`config.mk`:
```
export PLATFORM = sky130hd
export DESIGN_NAME = irq_enable_status_unit
export DESIGN_NICKNAME = d
export VERILOG_FILES = /design/src/rtl/irq_esu_pkg.sv /design/src/rtl/esu_lane_mask.sv /design/src/rtl/esu_loc_regs.sv /design/src/rtl/esu_line_fsm.sv /design/src/rtl/irq_enable_status_unit.sv
export SDC_FILE = /design/constraint.sdc
export NUM_CORES = 1
export LEC_CHECK = 0
export BUFFER_PORTS_ARGS = -buffer_cell sky130_fd_sc_hd__buf_2
export CORE_ASPECT_RATIO = 1.4
export CORE_MARGIN = 2
export CORE_UTILIZATION = 55
export CTS_BUF_LIST = sky130_fd_sc_hd__clkbuf_4 sky130_fd_sc_hd__clkbuf_8
export DETAILED_ROUTE_END_ITERATION = 12
export PLACE_DENSITY_LB_ADDON = 0.25
export SYNTH_ARGS = -nofsm -noshare
export SYNTH_HDL_FRONTEND = slang
export SYNTH_SLANG_ARGS = --single-unit
```
`constraint.sdc`:
```
create_clock -name clk -period 7.01 [get_ports clk]
set_input_delay 1.402 -clock clk [delete_from_list [all_inputs] [get_ports clk]]
set_output_delay 1.402 -clock clk [all_outputs]
set_load 0.01 [all_outputs]
```
`src/rtl/irq_esu_pkg.sv`:
```
package irq_esu_pkg;

    localparam int unsigned REG_W = 32;

    localparam int unsigned BIT_GLOBAL = 31;
    localparam int unsigned BIT_DAVAIL = 0;
    localparam int unsigned BIT_STSVAL = 1;
    localparam int unsigned BIT_LOCCHG = 2;
    localparam int unsigned BIT_CMDRDY = 7;

    localparam logic [REG_W-1:0] SRC_MASK    = 32'h0000_0087;
    localparam logic [REG_W-1:0] POL_MASK    = 32'h0000_0018;
    localparam logic [REG_W-1:0] EN_WRITABLE = SRC_MASK | POL_MASK | 32'h8000_0000;
    localparam logic [REG_W-1:0] EN_RESET    = 32'h0000_0008;

    typedef enum logic [1:0] {
        SEL_ENABLE = 2'd0,
        SEL_STATUS = 2'd1,
        SEL_VECTOR = 2'd2,
        SEL_RSVD   = 2'd3
    } reg_sel_e;

    typedef enum logic [1:0] {
        SZ_BYTE  = 2'd0,
        SZ_HALF  = 2'd1,
        SZ_WORD  = 2'd2,
        SZ_WORD2 = 2'd3
    } acc_size_e;

    typedef enum logic {
        LINE_QUIET  = 1'b0,
        LINE_RAISED = 1'b1
    } line_state_e;

endpackage

```
`src/rtl/esu_lane_mask.sv`:
```
module esu_lane_mask
    import irq_esu_pkg::*;
(
    input  logic [1:0]       size_i,
    input  logic [1:0]       off_i,
    input  logic [REG_W-1:0] data_i,
    output logic [REG_W-1:0] mask_o,
    output logic [REG_W-1:0] data_o
);

    logic [REG_W-1:0] base;
    logic [4:0]       sh;

    always_comb begin
        unique case (acc_size_e'(size_i))
            SZ_BYTE: base = 32'h0000_00FF;
            SZ_HALF: base = 32'h0000_FFFF;
            SZ_WORD,
            SZ_WORD2: base = '1;
        endcase
        sh     = {off_i, 3'b000};
        mask_o = base << sh;
        data_o = (data_i & base) << sh;
    end

endmodule

```
`src/rtl/esu_loc_regs.sv`:
```
module esu_loc_regs
    import irq_esu_pkg::*;
(
    input  logic             clk,
    input  logic             rst_n,
    input  logic             wr_en_i,
    input  logic             wr_sts_i,
    input  logic [REG_W-1:0] mask_i,
    input  logic [REG_W-1:0] data_i,
    input  logic             ev_hit_i,
    input  logic [3:0]       ev_src_i,
    output logic [REG_W-1:0] en_q,
    output logic [REG_W-1:0] sts_q,
    output logic             rec_o,
    output logic             drop_o
);

    logic [REG_W-1:0] src_vec;
    logic [REG_W-1:0] rec_vec;
    logic [REG_W-1:0] clr_vec;
    logic [REG_W-1:0] en_d;
    logic [REG_W-1:0] sts_d;

    always_comb begin
        src_vec             = '0;
        src_vec[BIT_DAVAIL] = ev_src_i[0];
        src_vec[BIT_STSVAL] = ev_src_i[1];
        src_vec[BIT_LOCCHG] = ev_src_i[2];
        src_vec[BIT_CMDRDY] = ev_src_i[3];

        rec_vec = (ev_hit_i && en_q[BIT_GLOBAL]) ? (src_vec & en_q & SRC_MASK) : '0;
        clr_vec = wr_sts_i ? (data_i & mask_i & SRC_MASK) : '0;

        sts_d = (sts_q & ~clr_vec) | rec_vec;
        en_d  = wr_en_i ? ((en_q & ~mask_i) | (data_i & mask_i & EN_WRITABLE)) : en_q;

        rec_o  = |rec_vec;
        drop_o = (|(clr_vec & sts_q)) && (sts_d == '0);
    end

    always_ff @(posedge clk or negedge rst_n) begin
        if (!rst_n) begin
            en_q  <= EN_RESET;
            sts_q <= '0;
        end else begin
            en_q  <= en_d;
            sts_q <= sts_d;
        end
    end

    AST_NO_SET_WHEN_GLOBAL_OFF: assert property (@(posedge clk) disable iff (!rst_n)
        (!en_q[BIT_GLOBAL]) |=> ((sts_q & ~$past(sts_q)) == '0));

    AST_CLEAR_NEEDS_WRITE: assert property (@(posedge clk) disable iff (!rst_n)
        (!wr_sts_i) |=> (($past(sts_q) & ~sts_q) == '0));

    AST_ENABLE_HOLDS: assert property (@(posedge clk) disable iff (!rst_n)
        (!wr_en_i) |=> $stable(en_q));

endmodule

```
`src/rtl/esu_line_fsm.sv`:
```
module esu_line_fsm
    import irq_esu_pkg::*;
(
    input  logic clk,
    input  logic rst_n,
    input  logic rec_any_i,
    input  logic drop_any_i,
    output logic irq_o
);

    line_state_e st_q;
    line_state_e st_d;

    always_ff @(posedge clk or negedge rst_n) begin
        if (!rst_n) st_q <= LINE_QUIET;
        else        st_q <= st_d;
    end

    always_comb begin
        st_d = st_q;
        unique case (st_q)
            LINE_QUIET:  if (rec_any_i) st_d = LINE_RAISED;
            LINE_RAISED: if (drop_any_i && !rec_any_i) st_d = LINE_QUIET;
        endcase
    end

    always_comb begin
        irq_o = (st_q == LINE_RAISED);
    end

    AST_RISE_NEEDS_EVENT: assert property (@(posedge clk) disable iff (!rst_n)
        (!rec_any_i) |=> !$rose(irq_o));

    AST_FALL_NEEDS_DROP: assert property (@(posedge clk) disable iff (!rst_n)
        $fell(irq_o) |-> $past(drop_any_i));

endmodule

```
`src/rtl/irq_enable_status_unit.sv`:
```
module irq_enable_status_unit
    import irq_esu_pkg::*;
#(
    parameter int unsigned NUM_LOC = 5,
    parameter logic [3:0]  IRQ_NUM = 4'd3,
    localparam int unsigned LOC_W  = (NUM_LOC > 1) ? $clog2(NUM_LOC) : 1
) (
    input  logic             clk,
    input  logic             rst_n,
    input  logic             active_valid,
    input  logic [LOC_W-1:0] active_loc,
    input  logic [LOC_W-1:0] acc_loc,
    input  logic [1:0]       acc_sel,
    input  logic [1:0]       acc_off,
    input  logic [1:0]       acc_size,
    input  logic             wr_en,
    input  logic [31:0]      wr_data,
    output logic [31:0]      rd_data,
    input  logic [LOC_W-1:0] ev_loc,
    input  logic [3:0]       ev_src,
    output logic             irq_req
);

    logic [REG_W-1:0] lane_mask;
    logic [REG_W-1:0] lane_data;
    logic [REG_W-1:0] en_arr  [NUM_LOC];
    logic [REG_W-1:0] sts_arr [NUM_LOC];
    logic [NUM_LOC-1:0] rec_bits;
    logic [NUM_LOC-1:0] drop_bits;
    logic owner_ok;

    assign owner_ok = wr_en && active_valid && (acc_loc == active_loc);

    esu_lane_mask i_lane (
        .size_i (acc_size),
        .off_i  (acc_off),
        .data_i (wr_data),
        .mask_o (lane_mask),
        .data_o (lane_data)
    );

    for (genvar l = 0; l < NUM_LOC; l++) begin : g_loc
        logic hit_acc;
        assign hit_acc = owner_ok && (acc_loc == LOC_W'(l));

        esu_loc_regs i_regs (
            .clk      (clk),
            .rst_n    (rst_n),
            .wr_en_i  (hit_acc && (reg_sel_e'(acc_sel) == SEL_ENABLE)),
            .wr_sts_i (hit_acc && (reg_sel_e'(acc_sel) == SEL_STATUS)),
            .mask_i   (lane_mask),
            .data_i   (lane_data),
            .ev_hit_i (ev_loc == LOC_W'(l)),
            .ev_src_i (ev_src),
            .en_q     (en_arr[l]),
            .sts_q    (sts_arr[l]),
            .rec_o    (rec_bits[l]),
            .drop_o   (drop_bits[l])
        );
    end

    esu_line_fsm i_line (
        .clk        (clk),
        .rst_n      (rst_n),
        .rec_any_i  (|rec_bits),
        .drop_any_i (|drop_bits),
        .irq_o      (irq_req)
    );

    always_comb begin
        rd_data = '0;
        if (int'(acc_loc) < int'(NUM_LOC)) begin
            unique case (reg_sel_e'(acc_sel))
                SEL_ENABLE: rd_data = en_arr[acc_loc];
                SEL_STATUS: rd_data = sts_arr[acc_loc];
                SEL_VECTOR: rd_data = {28'd0, IRQ_NUM};
                SEL_RSVD:   rd_data = '0;
            endcase
        end
    end

    AST_NO_OWNER_EVENT_DROPPED: assert property (@(posedge clk) disable iff (!rst_n)
        ((int'(ev_loc) >= int'(NUM_LOC)) && !irq_req) |=> !irq_req);

endmodule

```
# Yosys cells after proc, flatten, opt, wreduce, memory -nomap -nowiden
# Index checks and enable logic that the tools add are counted.
# word_totals
register_bits,321
output_inout_bits,33
# op_classes
n_reduce_logical,46
shift,2
muxes,22
n_eq_ne,15
magnitude_cmp,2
bitwise,40
# op_table
op,n
$and 32x32->32,17
$or 32x32->32,10
$bmux 32 s3,2
$not 32->32,6
$logic_not 32->1,5
$mux 32,5
$reduce_or 160->1,1
$reduce_or 32->1,5
$pmux 32 s4,1
$pmux 32 s3,1
$mux 8,10
$shl 32x5->32,2
$and 8x8->8,5
$logic_and 1x1->1,28
$eq 3x2->1 const B,4
$eq 2x2->1 const B,4
$eq 3x1->1 const B,2
$eq 3x3->1 const B,2
$logic_not 3->1,2
$reduce_or 5->1,1
$eq 2x1->1 const B,2
$ge 4x4->1 const B,1
$logic_not 2->1,2
$not 3->4,1
other kinds (7),8

# Logic depth before layout (Yosys ltp)
# Gate-level depths: netlist (run 1).
# logic_depth
word_depth,16
mapped_depth,8
mapped_depth_nobuf,5

# Hierarchy
# From an unflattened synthesis (run 1), not the netlist that was laid out.
# hier_totals
cells_unflattened,1097
hier_area_um2,11688.7
# by_module_without_submodules
module,cells_per_inst,n_inst,area_each_um2
esu_loc_regs,133,5,1602.8
irq_enable_status_unit,314,1,2834.0
esu_lane_mask,115,1,804.5
esu_line_fsm,3,1,36.3

# Worst setup path after synthesis (run 1)
# No wires, ideal clock.
# synth_timing
kind,input port to output port
from,input acc_loc[0]
to,output rd_data[15]
n_path_buf,4
setup_slack_ps,2725
arrival_ps,2883
stages,7
cell_sequence,buf_2 > buf_2 > buf_2 > buf_2 > mux4_2 > a22oi_1 > nor2_1
# synth_between
elab_chain_cells,6
word_cells_on_any_way,10
cone_classes,order compare: 1; mux: 8; bitwise: 1
# synth_lines
element,line_no,text
start: declaration,irq_enable_status_unit.sv:12,"input logic [LOC_W-1:0] acc_loc,"
$not 3->4 (not written as such),"irq_enable_status_unit.sv:74, irq_enable_status_unit.sv:75",
"$bmux 32 s3, on equally long branches","irq_enable_status_unit.sv:75, irq_enable_status_unit.sv:74",
"$mux 32, on equally long branches (2 in series)","irq_enable_status_unit.sv:75, irq_enable_status_unit.sv:74",
$pmux 32 s4,irq_enable_status_unit.sv:73,unique case (reg_sel_e'(acc_sel))
$mux 32 (*),irq_enable_status_unit.sv:72,if (int'(acc_loc) < int'(NUM_LOC)) begin
end: declaration,irq_enable_status_unit.sv:18,"output logic [31:0] rd_data,"
# Every way passes the cells marked *; elsewhere a longest branch is shown, timed or not. The select of a mux whose other input is x is not followed.

# Worst setup path after layout (run 1)
# layout_timing
from,input acc_loc[0]
to,output rd_data[30]
# Same word-level chain as after synthesis.

==> impl_results.md, run 1 <==
- Status: completed
- RSZ-0062 raised after global routing: no
- Initial core utilization: 55.7%
- I/O Buffers: 64
- Post-CTS setup buffer count: 0
- Final nets: around 840
- GPL Wtd Cong: just under 1
- Hold WC Path Type: flip-flop to flip-flop
- CP max-delay cell: mux4_2
- Count of pins over their slew limit: 0
- Root buffer cell: clkbuf_8
- Hold-fix buffers, CTS: 0
- Crit share post-route: between 60% and 70%
- Gr ovfl total: 0
- Skew final: between 9 and 10 ps
- TritonCTS Buffers: 17
- WP buf/inv: 3
- Core area: 14900 um^2
- Crit. End Element: output pin
- Vias in the first global route: 6415
- Delay-heaviest family, CP: buffers and inverters
- CP most frequent cell: buf_2
- Worst path required time: 5610 ps
- Relative slew slack: 29.3%
- Die ar.: 16100 um^2
- First-pass GRT wire length: 34.5 mm
- Crit. path cell count: 6
- Number of hold violations in the final report: 0
- Filler cell count: 1220
- Clock transition at path regs: ~90 ps
- EDFF count, synth: 0
- Fin Setup TNS: 0 ps
- Crit start category: input pin
- Cells along the critical path: buf_2 -> buf_4 -> mux4_2 -> a22oi_1 -> nor2_1 -> buf_2
- Highest clock rate: 206 MHz
- Largest net degree at the start of global routing: 121
- CTS resizes: 0
- Register bit total from synthesis: 181
- Clk buf depth: 2
- Antenna Cells: 0
- Crit-path max cell delay: 550 ps
- DRT Wirelength: 21.0 mm
- Async SR Flop Fraction: 100%
- Dpl hpwl: around 14 mm
- Die Height: 149 um
- # DRC: 0
- Library cells used by synthesis: 57
- Count leader, synth: dfrtp_1
- Antenna violations before repair: 0
- Post-Synthesis Cells: between 700 and 800
- Core Util, Final: between 60% and 70%
- Worst reg2reg path depth: 5
- Primary FF master, synth: dfrtp_1
- Detail Route Antenna Nets: 0
- IO Count: 88
- CTS Sinks: between 150 and 200
- Worst hold path depth: 2
- GRT Total Usage: approximately 29%
- Pleak: 4.34 nW
- DR pass1 iterations: 5
- Initial DRC count: 499
- Via density per instance: 6.11
- Sequential-to-total area share from yosys stat: 54.6%
- Share of cells above drive strength 1: roughly a fifth
- Top post-synthesis cells by area: dfrtp_1, mux4_2, and2_1
- H-tree levels: 4
- Largest area contributor in the netlist: dfrtp_1
- Top-area cell type share of the netlist area: 53.0%
- CP Max Fanout: 24
- Clk Latency, worst-skew pair: 450 ps
- Synth cell count leaders: dfrtp_1, and2_1, nand2_1, o21ai_0, nor2_1
- Crit path arrival time: 3460 ps
- Vias: slightly above 6k
- Average cell area after synthesis: 11.4 um^2
- Finish-stage setup viols: 0
- Die X: 108 um
- VDD IR max: 0.000132 V
- Fin crit period: ~4900 ps
- Max Cap Viol: 0
- Crit Path Class: input pin to output pin
- P&R area growth vs syn: 10.6%
- CTS tree: yes
- Synth Warn #: 0
- Synth Net Count: 785
- # rows: 53
- Worst Tran Pin Value: 1060 ps
- Pwr dens: 206 nW/um^2
- Wire per inst: roughly 21 um
- Mapped Area: about 8300 um^2
[logic make-up (layout without fill, tap and decap cells)]
group / Yosys count / count (layout) / synth area share [%]
flip-flops: 181 / 181 / 54.6
XOR/XNOR: 2 / 2 / 0.211
multiplexers: 50 / 50 / 11.3
AND/OR/NAND/NOR: 327 / 327 / 21.6
buffers and inverters: 43 / 109 / 2.12
AO/OA/AOI/OAI: 127 / 127 / 10.1
[routing by layer]
| metal | vias to the layer above | share of wire [%] | wire (um) | global-route usage [%] |
|---|---|---|---|---|
| met3 | 59 | 4.7 | 988 | 4.28 |
| met4 | 0 | 4.0 | 837 | 14.1 |
| met1 | 3090 | 40 | 8370 | 36.5 |
| met2 | 203 | 51 | 10800 | 47.4 |
| li1 | 2688 | - | - | - |
| met5 | - | 0 | 0 | 0 |
[through the flow]
step                      std cells  area [um^2]  setup WS (ps)  hold WS [ps]  power [mW]
final                           988         9180           2150           457        1.90
after global routing            988         9180           2000           475        1.97
after CTS                       988         9180           2120           458        1.91
after detailed placement        956         8770           2120           444        1.19
after global placement          956         8770           2110           445        1.19
after floorplan                 730         8310           2730           432        1.13
[worst paths after layout]
path	startpoint	endpoint	slack, ps
worst max-delay path	acc_loc[0]	rd_data[30]	2150
worst min-delay path	flip-flop	flip-flop	460
worst max register to register	flip-flop	i_line.irq_o	5070
worst min register to register	flip-flop	flip-flop	460
max in group asynchronous	rst_n	g_loc[0].i_regs.en_q[26]	4510
min in group asynchronous	rst_n	g_loc[4].i_regs.en_q[6]	1070
[worst min-delay path, stage by stage (launching register included)]
cell,delay [ps]
dfstp_2,380
nand2_1,40
nand2_1,40
[final cells by class]
type | instances | area [um^2] | area share, %
Clock buffer | 21 | 277 | 3.01
Timing Repair Buffer | 69 | 364 | 3.96
Tap cell | 192 | 240 | 2.62
Inverter | 8 | 30.0 | 0.327
Clock inverter | 11 | 138 | 1.50
Sequential cell | 181 | 4540 | 49.4
Multi-Input combinational cell | 506 | 3600 | 39.2
[report_power, final]
part           internal, mW  total, mW  switching, mW
Sequential             1.05       1.05        0.00381
Combinational        0.0344      0.118         0.0840
Clock                 0.351      0.726          0.375
Total                  1.43       1.90          0.463
[cell usage in the layout (no fill, tap or decap), drive strengths merged, types with 3 or more instances in the layout]
cell      netlist  final
inv             8     12
nand4           7      7
dfrtp         176    176
nand3          11     11
nor2           41     41
mux4           34     34
a22oi          32     32
a21oi          11     11
a22o            5      5
mux2           12     12
clkinvlp        0      3
nor2b          38     38
nand2b          6      6
and3            3      3
o21ai          47     47
and2          104    104
nand3b          3      3
a2111oi         3      3
or2             3      3
a31oi           4      4
o31ai           4      4
dfstp           5      5
buf            14     69
nor3b           3      3
and4            3      3
or3b            3      3
a221oi          5      5
nand2          85     85
clkbuf         21     21
mux2i           4      4
nor3            3      3
nor4            4      4
Power figures use the tool's default switching activity.
==> inputs of run 2 (changes only) <==
--- a/config.mk
+++ b/config.mk
@@ -5,6 +5,7 @@
 export SDC_FILE = /design/constraint.sdc
 export NUM_CORES = 1
 export LEC_CHECK = 0
+export ABC_AREA = 1
 export BUFFER_PORTS_ARGS = -buffer_cell sky130_fd_sc_hd__buf_2
 export CORE_ASPECT_RATIO = 1.4
 export CORE_MARGIN = 2
==> constraint.sdc (replaced) <==
create_clock -name clk -period 4.4 [get_ports clk]
set_input_delay 0.88 -clock clk [delete_from_list [all_inputs] [get_ports clk]]
set_output_delay 0.88 -clock clk [all_outputs]
set_load 0.01 [all_outputs]
==> run 2 against run 1 <==
Effect of this change: combinational power grew to 2.7 times the previous value; sequential cell count stayed put; hold slack worse by 6.2 ps; routed wire length is 0.20% higher; critical path depth is 3 higher; setup slack worse by 1400 ps; count of clock-buffer cells in the layout is 2 lower; area after synthesis is 0.72% higher; non-clock buffer count is 6 higher; register-to-register slack worse by 2400 ps; sequential power is 67% higher; critical path type unchanged; critical endpoint is now rd_data[7].
==> impl_results.md, run 2 <==
- Filler cell count: 1361 (+12%)
- Clock power share: 37.7% (-0.6 points)
- Synth Warn #: 0 (unchanged)
- Pint: 2.42 mW (+69%)
- Gr ovfl total: 0 (unchanged)
- Comb pwr share: 9.6% (+3.4 points)
- CTS resizes: 0 (unchanged)
- Clk buf depth: 2 (unchanged)
- P&R area growth vs syn: 11.6%
- Reg power frac: 52.8% (-2.7 points)
- Die Height: 150 um (+0.35%)
- Initial DRC count: 466 (-6.6%)
- Async SR Flop Fraction: 100% (unchanged)
- # DRC: 0 (unchanged)
- Fin crit period: 3640 ps
- Final nets: 1115 (+33%)
- H-tree levels: 4 (unchanged)
- Post-layout power: 3.31 mW (+75%)
- Largest area contributor in the netlist: dfrtp_1
- Via density per instance: 5.44 (-11%)
- First-pass GRT wire length: 35.2 mm (+2.2%)
- Relative slew slack: 41.0% (+12 points)
- GPL Wtd Cong: 1.02 (+4.2%)
- Placement Cell Area: 8900 um^2 (+1.5%)
- Synth cell count leaders: nor2_1, inv_1, dfrtp_1, nand2_1, a22oi_1
- Primary FF master, synth: dfrtp_1
- Pleak: 4.89 nW (+13%)
- Initial core utilization: 56.1% (+0.40 points)
- Average cell area after synthesis: 8.40 um^2 (-26%)
- Finish-stage setup viols: 0 (unchanged)
- VDD IR max: 0.000203 V (+54%)
- # rows: 53 (unchanged)
- Die ar.: 16200 um^2 (+0.70%)
- Core area: 14900 um^2 (unchanged)
- Top post-synthesis cells by area: dfrtp_1, nor2_1, inv_1
- Root buffer cell: clkbuf_8
- I/O Buffers: 64 (unchanged)
- Crit start category: input pin
- Count of pins over their slew limit: 0 (unchanged)
- Worst Setup SP: acc_loc[0]
- Antenna violations before repair: 0 (unchanged)
- Number of hold violations in the final report: 0 (unchanged)
- Pwr dens: 355 nW/um^2 (+72%)
- Top-area cell type share of the netlist area: 52.6% (-0.38 points)
- Post-Synthesis Cells: 996 (+36%)
- Clk Latency, worst-skew pair: 470 ps (+20 ps)
- Crit share post-route: slightly above 80%
- Count leader, synth: nor2_1
- CP Max Fanout: 30 (+25%)
- Met3 GRT Util: 5.05% (+0.77 points)
- EDFF count, synth: 0 (unchanged)
- GR Util met2: 48.1% (+0.66 points)
- CTS tree: yes
- Most common cell after layout, fill and taps aside: nor2_1
- Crit path arrival time: 2760 ps (-700 ps)
- Synth Net Count: 1051 (+34%)
- Die X: 108 um (+0.35%)
- Switching pwr: 0.887 mW (+91%)
- Skew final: 15.8 ps (+6.31 ps)
- Antenna Cells: 0 (unchanged)
- Final hold slack: 451 ps (-6.17 ps)
- Final instance area: 9340 um^2 (+1.6%)
- Highest clock rate: 275 MHz
- Vias: 6885 (+14%)
- Vias in the first global route: 7066 (+10%)
- Sequential-to-total area share from yosys stat: 54.2% (-0.39 points)
- CTS Sinks: 181 (unchanged)
- DR pass1 iterations: 8 (+3)
- Wire per inst: 16.6 um (-22%)
- TritonCTS Buffers: 17 (unchanged)
- Post-CTS setup buffer count: 0 (unchanged)
- Switch share: 26.8% (+2.4 points)
- GRT Total Usage: 28.5% (-0.056 points)
- Register bit total from synthesis: 181 (unchanged)
- Mapped Area: 8370 um^2 (+0.72%)
- Status: completed
- Detail Route Antenna Nets: 0 (unchanged)
- Clock transition at path regs: 100 ps (about the same)
- Dpl hpwl: 14.6 mm (+1.5%)
- Share of cells above drive strength 1: 13.9% (-6.7 points)
- Hold WC Path Type: input pin to asynchronous set/reset pin
- Crit Path Class: input pin to output pin
- Largest net degree at the start of global routing: 84 (-31%)
- M1 GR Usage: 35.2% (-1.3 points)
- Worst Tran Pin Value: 882 ps (-179 ps)
- Fin Setup TNS: 0 ps (unchanged)
- Hold-fix buffers, CTS: 0 (unchanged)
- Crit. End Element: output pin
- Library cells used by synthesis: 32 (-44%)
- Worst path required time: 3520 ps (-2090 ps)
- Max Cap Viol: 0 (unchanged)
- RSZ-0062 raised after global routing: no
- IO Count: 88 (unchanged)
- DRT Wirelength: 21.0 mm (+0.20%)
- Commonest cells after routing, fill and taps aside: nor2_1, inv_1, dfrtp_1
- Top Usage Layer GRT: met2
[run 2: cell count changes after synthesis, moves of 14 or more]
cell	delta
nor2b_1	-38
o221ai_1	+27
nand2_1	+46
nand4_1	+14
nor2_1	+170
inv_1	+172
nand3_1	+36
mux4_2	-34
a22oi_1	+26
and2_1	-103
[run 2: layout make-up]
cell class	count	area, um^2	share of cell area [%]
multi-input cells	600	3000	32.1
clock inverters	13	180	1.93
repair buffers	75	434	4.65
flip-flops and latches	181	4540	48.6
clock buffers	19	255	2.73
inverters	185	694	7.44
well taps	192	240	2.57
[run 2: stage by stage]
stage | setup slack, ps | util, % | cells
2_1_floorplan | 1540 | - | 996
3_3_place_gp | 800 | 59.6 | 1233
3_5_place_dp | 792 | 59.6 | 1233
4_1_cts | 776 | 62.6 | 1265
5_1_grt | 639 | 62.6 | 1265
6_report | 761 | 62.6 | 1265
[run 2: metal layers]
| metal | wire length (um) | vias to the layer above |
|---|---|---|
| li1 | - | 3321 |
| met1 | 8450 | 3293 |
| met2 | 10700 | 217 |
| met3 | 965 | 54 |
| met4 | 886 | 0 |
| met5 | 0 | - |
[run 2: worst paths after layout]
kind,slack [ps],endpoint,cells past startpoint
setup / recovery,760,rd_data[7],9
hold reg to reg,500,flip-flop,2
max in group asynchronous,3050,asynchronous set/reset pin,2
setup reg to reg,2650,i_line.irq_o,6
min in group clk,500,flip-flop,2
hold / removal,450,g_loc[4].i_regs.en_q[27],1
[run 2: power by group through the flow]
| stage | combinational [mW] | clock, mW | sequential, mW |
|---|---|---|---|
| after floorplan | 0.192 | 0 | 1.77 |
| after global placement | 0.312 | 0 | 1.78 |
| after detailed placement | 0.316 | 0 | 1.78 |
| after CTS | 0.318 | 1.25 | 1.75 |
| after global routing | 0.359 | 1.33 | 1.75 |
| final | 0.316 | 1.25 | 1.75 |
[run 2: logic make-up after synthesis]
logic type / share of synthesized area [%]
multiplexers: 0.135
AO/OA/AOI/OAI: 12.2
AND/OR/NAND/NOR: 23.4
buffers and inverters: 9.98
flip-flops: 54.2
[run 2: worst max-delay path, cell delays in order]
cell and delay [ps]:
buf_2 280, nand2_1 290, inv_1 180, buf_4 360, nand2_1 90, a41oi_1 200
o21ai_0 140, a31oi_1 170, buf_2 150
==> inputs of run 3 (changes only) <==
--- a/config.mk
+++ b/config.mk
@@ -5,7 +5,7 @@
 export SDC_FILE = /design/constraint.sdc
 export NUM_CORES = 1
 export LEC_CHECK = 0
-export ABC_AREA = 1
+export ABC_AREA = 0
 export BUFFER_PORTS_ARGS = -buffer_cell sky130_fd_sc_hd__buf_2
 export CORE_ASPECT_RATIO = 1.4
 export CORE_MARGIN = 2
==> constraint.sdc (replaced) <==
create_clock -name clk -period 3 [get_ports clk]
set_input_delay 0.6 -clock clk [delete_from_list [all_inputs] [get_ports clk]]
set_output_delay 0.6 -clock clk [all_outputs]
set_load 0.01 [all_outputs]
==> run 3 against run 2 <==
Effect of this change: die area decreased by 0.70%; via count fell by 11%; sequential share of layout area is 0.21 points higher; sequential power increased by 41%; critical endpoint is now rd_data[2]; largest cell class unchanged.
==> impl_results.md, run 3 (synthesis gave the netlist of run 1 again) <==
- Worst Tran Pin Value: 592 ps (-290 ps)
- Post-layout power: 4.34 mW (+31%)
- Final cell count without fillers: 998 (-21%)
- Dpl ws: 322 ps (-470 ps)
- GRT Total Usage: 28.6% (+0.18 points)
- Filler cell count: 1205 (-11%)
- Vias: 6132 (-11%)
- Die Height: 149 um (-0.35%)
- Finish-stage setup viols: 0 (unchanged)
- Clock transition at path regs: 90 ps (about the same)
- DRT Wirelength: 21.4 mm (+1.7%)
- Sequential cell area: 4540 um^2 (unchanged)
- Commonest cells after routing, fill and taps aside: dfrtp_1, and2_1, nand2_1
- Number of hold violations in the final report: 0 (unchanged)
- Core area: 14900 um^2 (unchanged)
- Share of cells above drive strength 1: 21.5% (+7.6 points)
- Worst hold path depth: 3
- Largest net degree at the start of global routing: 99 (+18%)
- Pwr dens: 467 nW/um^2 (+32%)
- CP Max Fanout: 21 (-30%)
- Dpl cells: 965 (-22%)
- Crit share post-route: 87.5%
- Pleak: 4.39 nW (-10%)
- Die ar.: 16100 um^2 (-0.70%)
- Cells along the critical path: buf_2 -> buf_4 -> nor2_1 -> a221oi_1 -> o21ai_0 -> o21ai_0 -> a22o_1 -> buf_2
- Crit-path max cell delay: 360 ps (about the same)
- GPL Wtd Cong: 0.942 (-7.2%)
- Count of pins over their slew limit: 0 (unchanged)
- Post-CTS setup buffer count: 0 (unchanged)
- Initial core utilization: 55.7% (-0.40 points)
- Max Cap Viol: 0 (unchanged)
- Crit. End Element: output pin
- RSZ-0062 raised after global routing: no
- Clk buf depth: 2 (unchanged)
- WP buf/inv: 3 (-1)
- Die X: 108 um (-0.35%)
- Worst reg2reg path depth: 5 (-1)
- I/O Buffers: 64 (unchanged)
- Dpl hpwl: 14.9 mm (+2.1%)
- Highest clock rate: 381 MHz
- Detail Route Antenna Nets: 0 (unchanged)
- Skew final: 8.91 ps (-6.85 ps)
- IO Count: 88 (unchanged)
- Fin crit period: 2630 ps
- Crit start category: input pin
- # DRC: 0 (unchanged)
- Final instance area: 9300 um^2 (-0.43%)
- Most common cell after layout, fill and taps aside: dfrtp_1
- DR pass1 iterations: 5 (-3)
- Relative slew slack: 59.5% (+19 points)
- VDD IR max: 0.000330 V (+62%)
- Crit. path cell count: 8 (-1)
- Root buffer cell: clkbuf_8
- Crit path arrival time: 2030 ps (-730 ps)
- Crit Path Class: input pin to output pin
- Vias in the first global route: 6491 (-8.1%)
- CTS tree: yes
- Antenna violations before repair: 0 (unchanged)
- Clk Latency, worst-skew pair: 460 ps (about the same)
- Final nets: 848 (-24%)
- Hold WC Path Type: input pin to flip-flop
- H-tree levels: 4 (unchanged)
- # rows: 53 (unchanged)
- CP max-delay cell: a221oi_1
- First-pass GRT wire length: 34.5 mm (-2.0%)
- Multi-input logic area: 3600 um^2 (+20%)
- Worst path required time: 2400 ps (-1120 ps)
- Gr ovfl total: 0 (unchanged)
- Wire per inst: 21.4 um (+29%)
- Final hold slack: 381 ps (-70.1 ps)
- Antenna Cells: 0 (unchanged)
- TritonCTS Buffers: 17 (unchanged)
- CTS Sinks: 181 (unchanged)
- CTS resizes: 0 (unchanged)
- Via density per instance: 6.14 (+13%)
- Delay-heaviest family, CP: compound AO/OA/AOI/OAI gates
- Setup ws final: 375 ps (-386 ps)
- Initial DRC count: 438 (-6.0%)
- Placement Cell Area: 8910 um^2 (+0.14%)
- P&R area growth vs syn: 11.9%
- Status: completed
- Core Util, Final: 62.3% (-0.27 points)
- Fin Setup TNS: 0 ps (unchanged)
-- run 3: final cells by class --
class	instances	share of cell area (%)
Tap cell	192	2.58
Timing Repair Buffer	79	5.56
Multi-Input combinational cell	506	38.7
Sequential cell	181	48.8
Clock buffer	21	2.91
Inverter	8	0.323
Clock inverter	11	1.10
-- run 3: final timing paths --
| path | from | to | slack (ps) |
|---|---|---|---|
| setup / recovery | acc_loc[1] | rd_data[2] | 370 |
| hold / removal | wr_data[3] | flip-flop | 380 |
| setup reg to reg | flip-flop | i_line.irq_o | 1010 |
| hold reg to reg | flip-flop | flip-flop | 460 |
| max in group asynchronous | rst_n | g_loc[3].i_regs.en_q[28] | 1680 |
| min in group asynchronous | rst_n | asynchronous set/reset pin | 550 |
-- run 3: layer usage --
metal | wire [um] | track usage (%)
met1 | 8310 | 35.8
met2 | 10900 | 47.3
met3 | 1270 | 5.46
met4 | 959 | 15.0
met5 | 0 | 0
-- run 3: timing repair --
item	in CTS	in global routing
hold buffers	1	0
endpoints found under the hold margin	21	0
setup endpoints to repair	0	0
-- run 3: where the power goes --
group	total [mW]	switching (mW)	internal [mW]	leakage, nW
logic	0.298	0.198	0.0992	1.73
clock network	1.58	0.874	0.709	0.180
registers	2.46	0.00883	2.45	2.49
total	4.34	1.08	3.26	4.39
-- run 3: worst reg2reg max path: cells and delay by family (launching register included) --
family / cells / cell delay [ps]
AO/OA/AOI/OAI: 4 / 1270
flip-flops: 1 / 430
AND/OR/NAND/NOR: 1 / 160
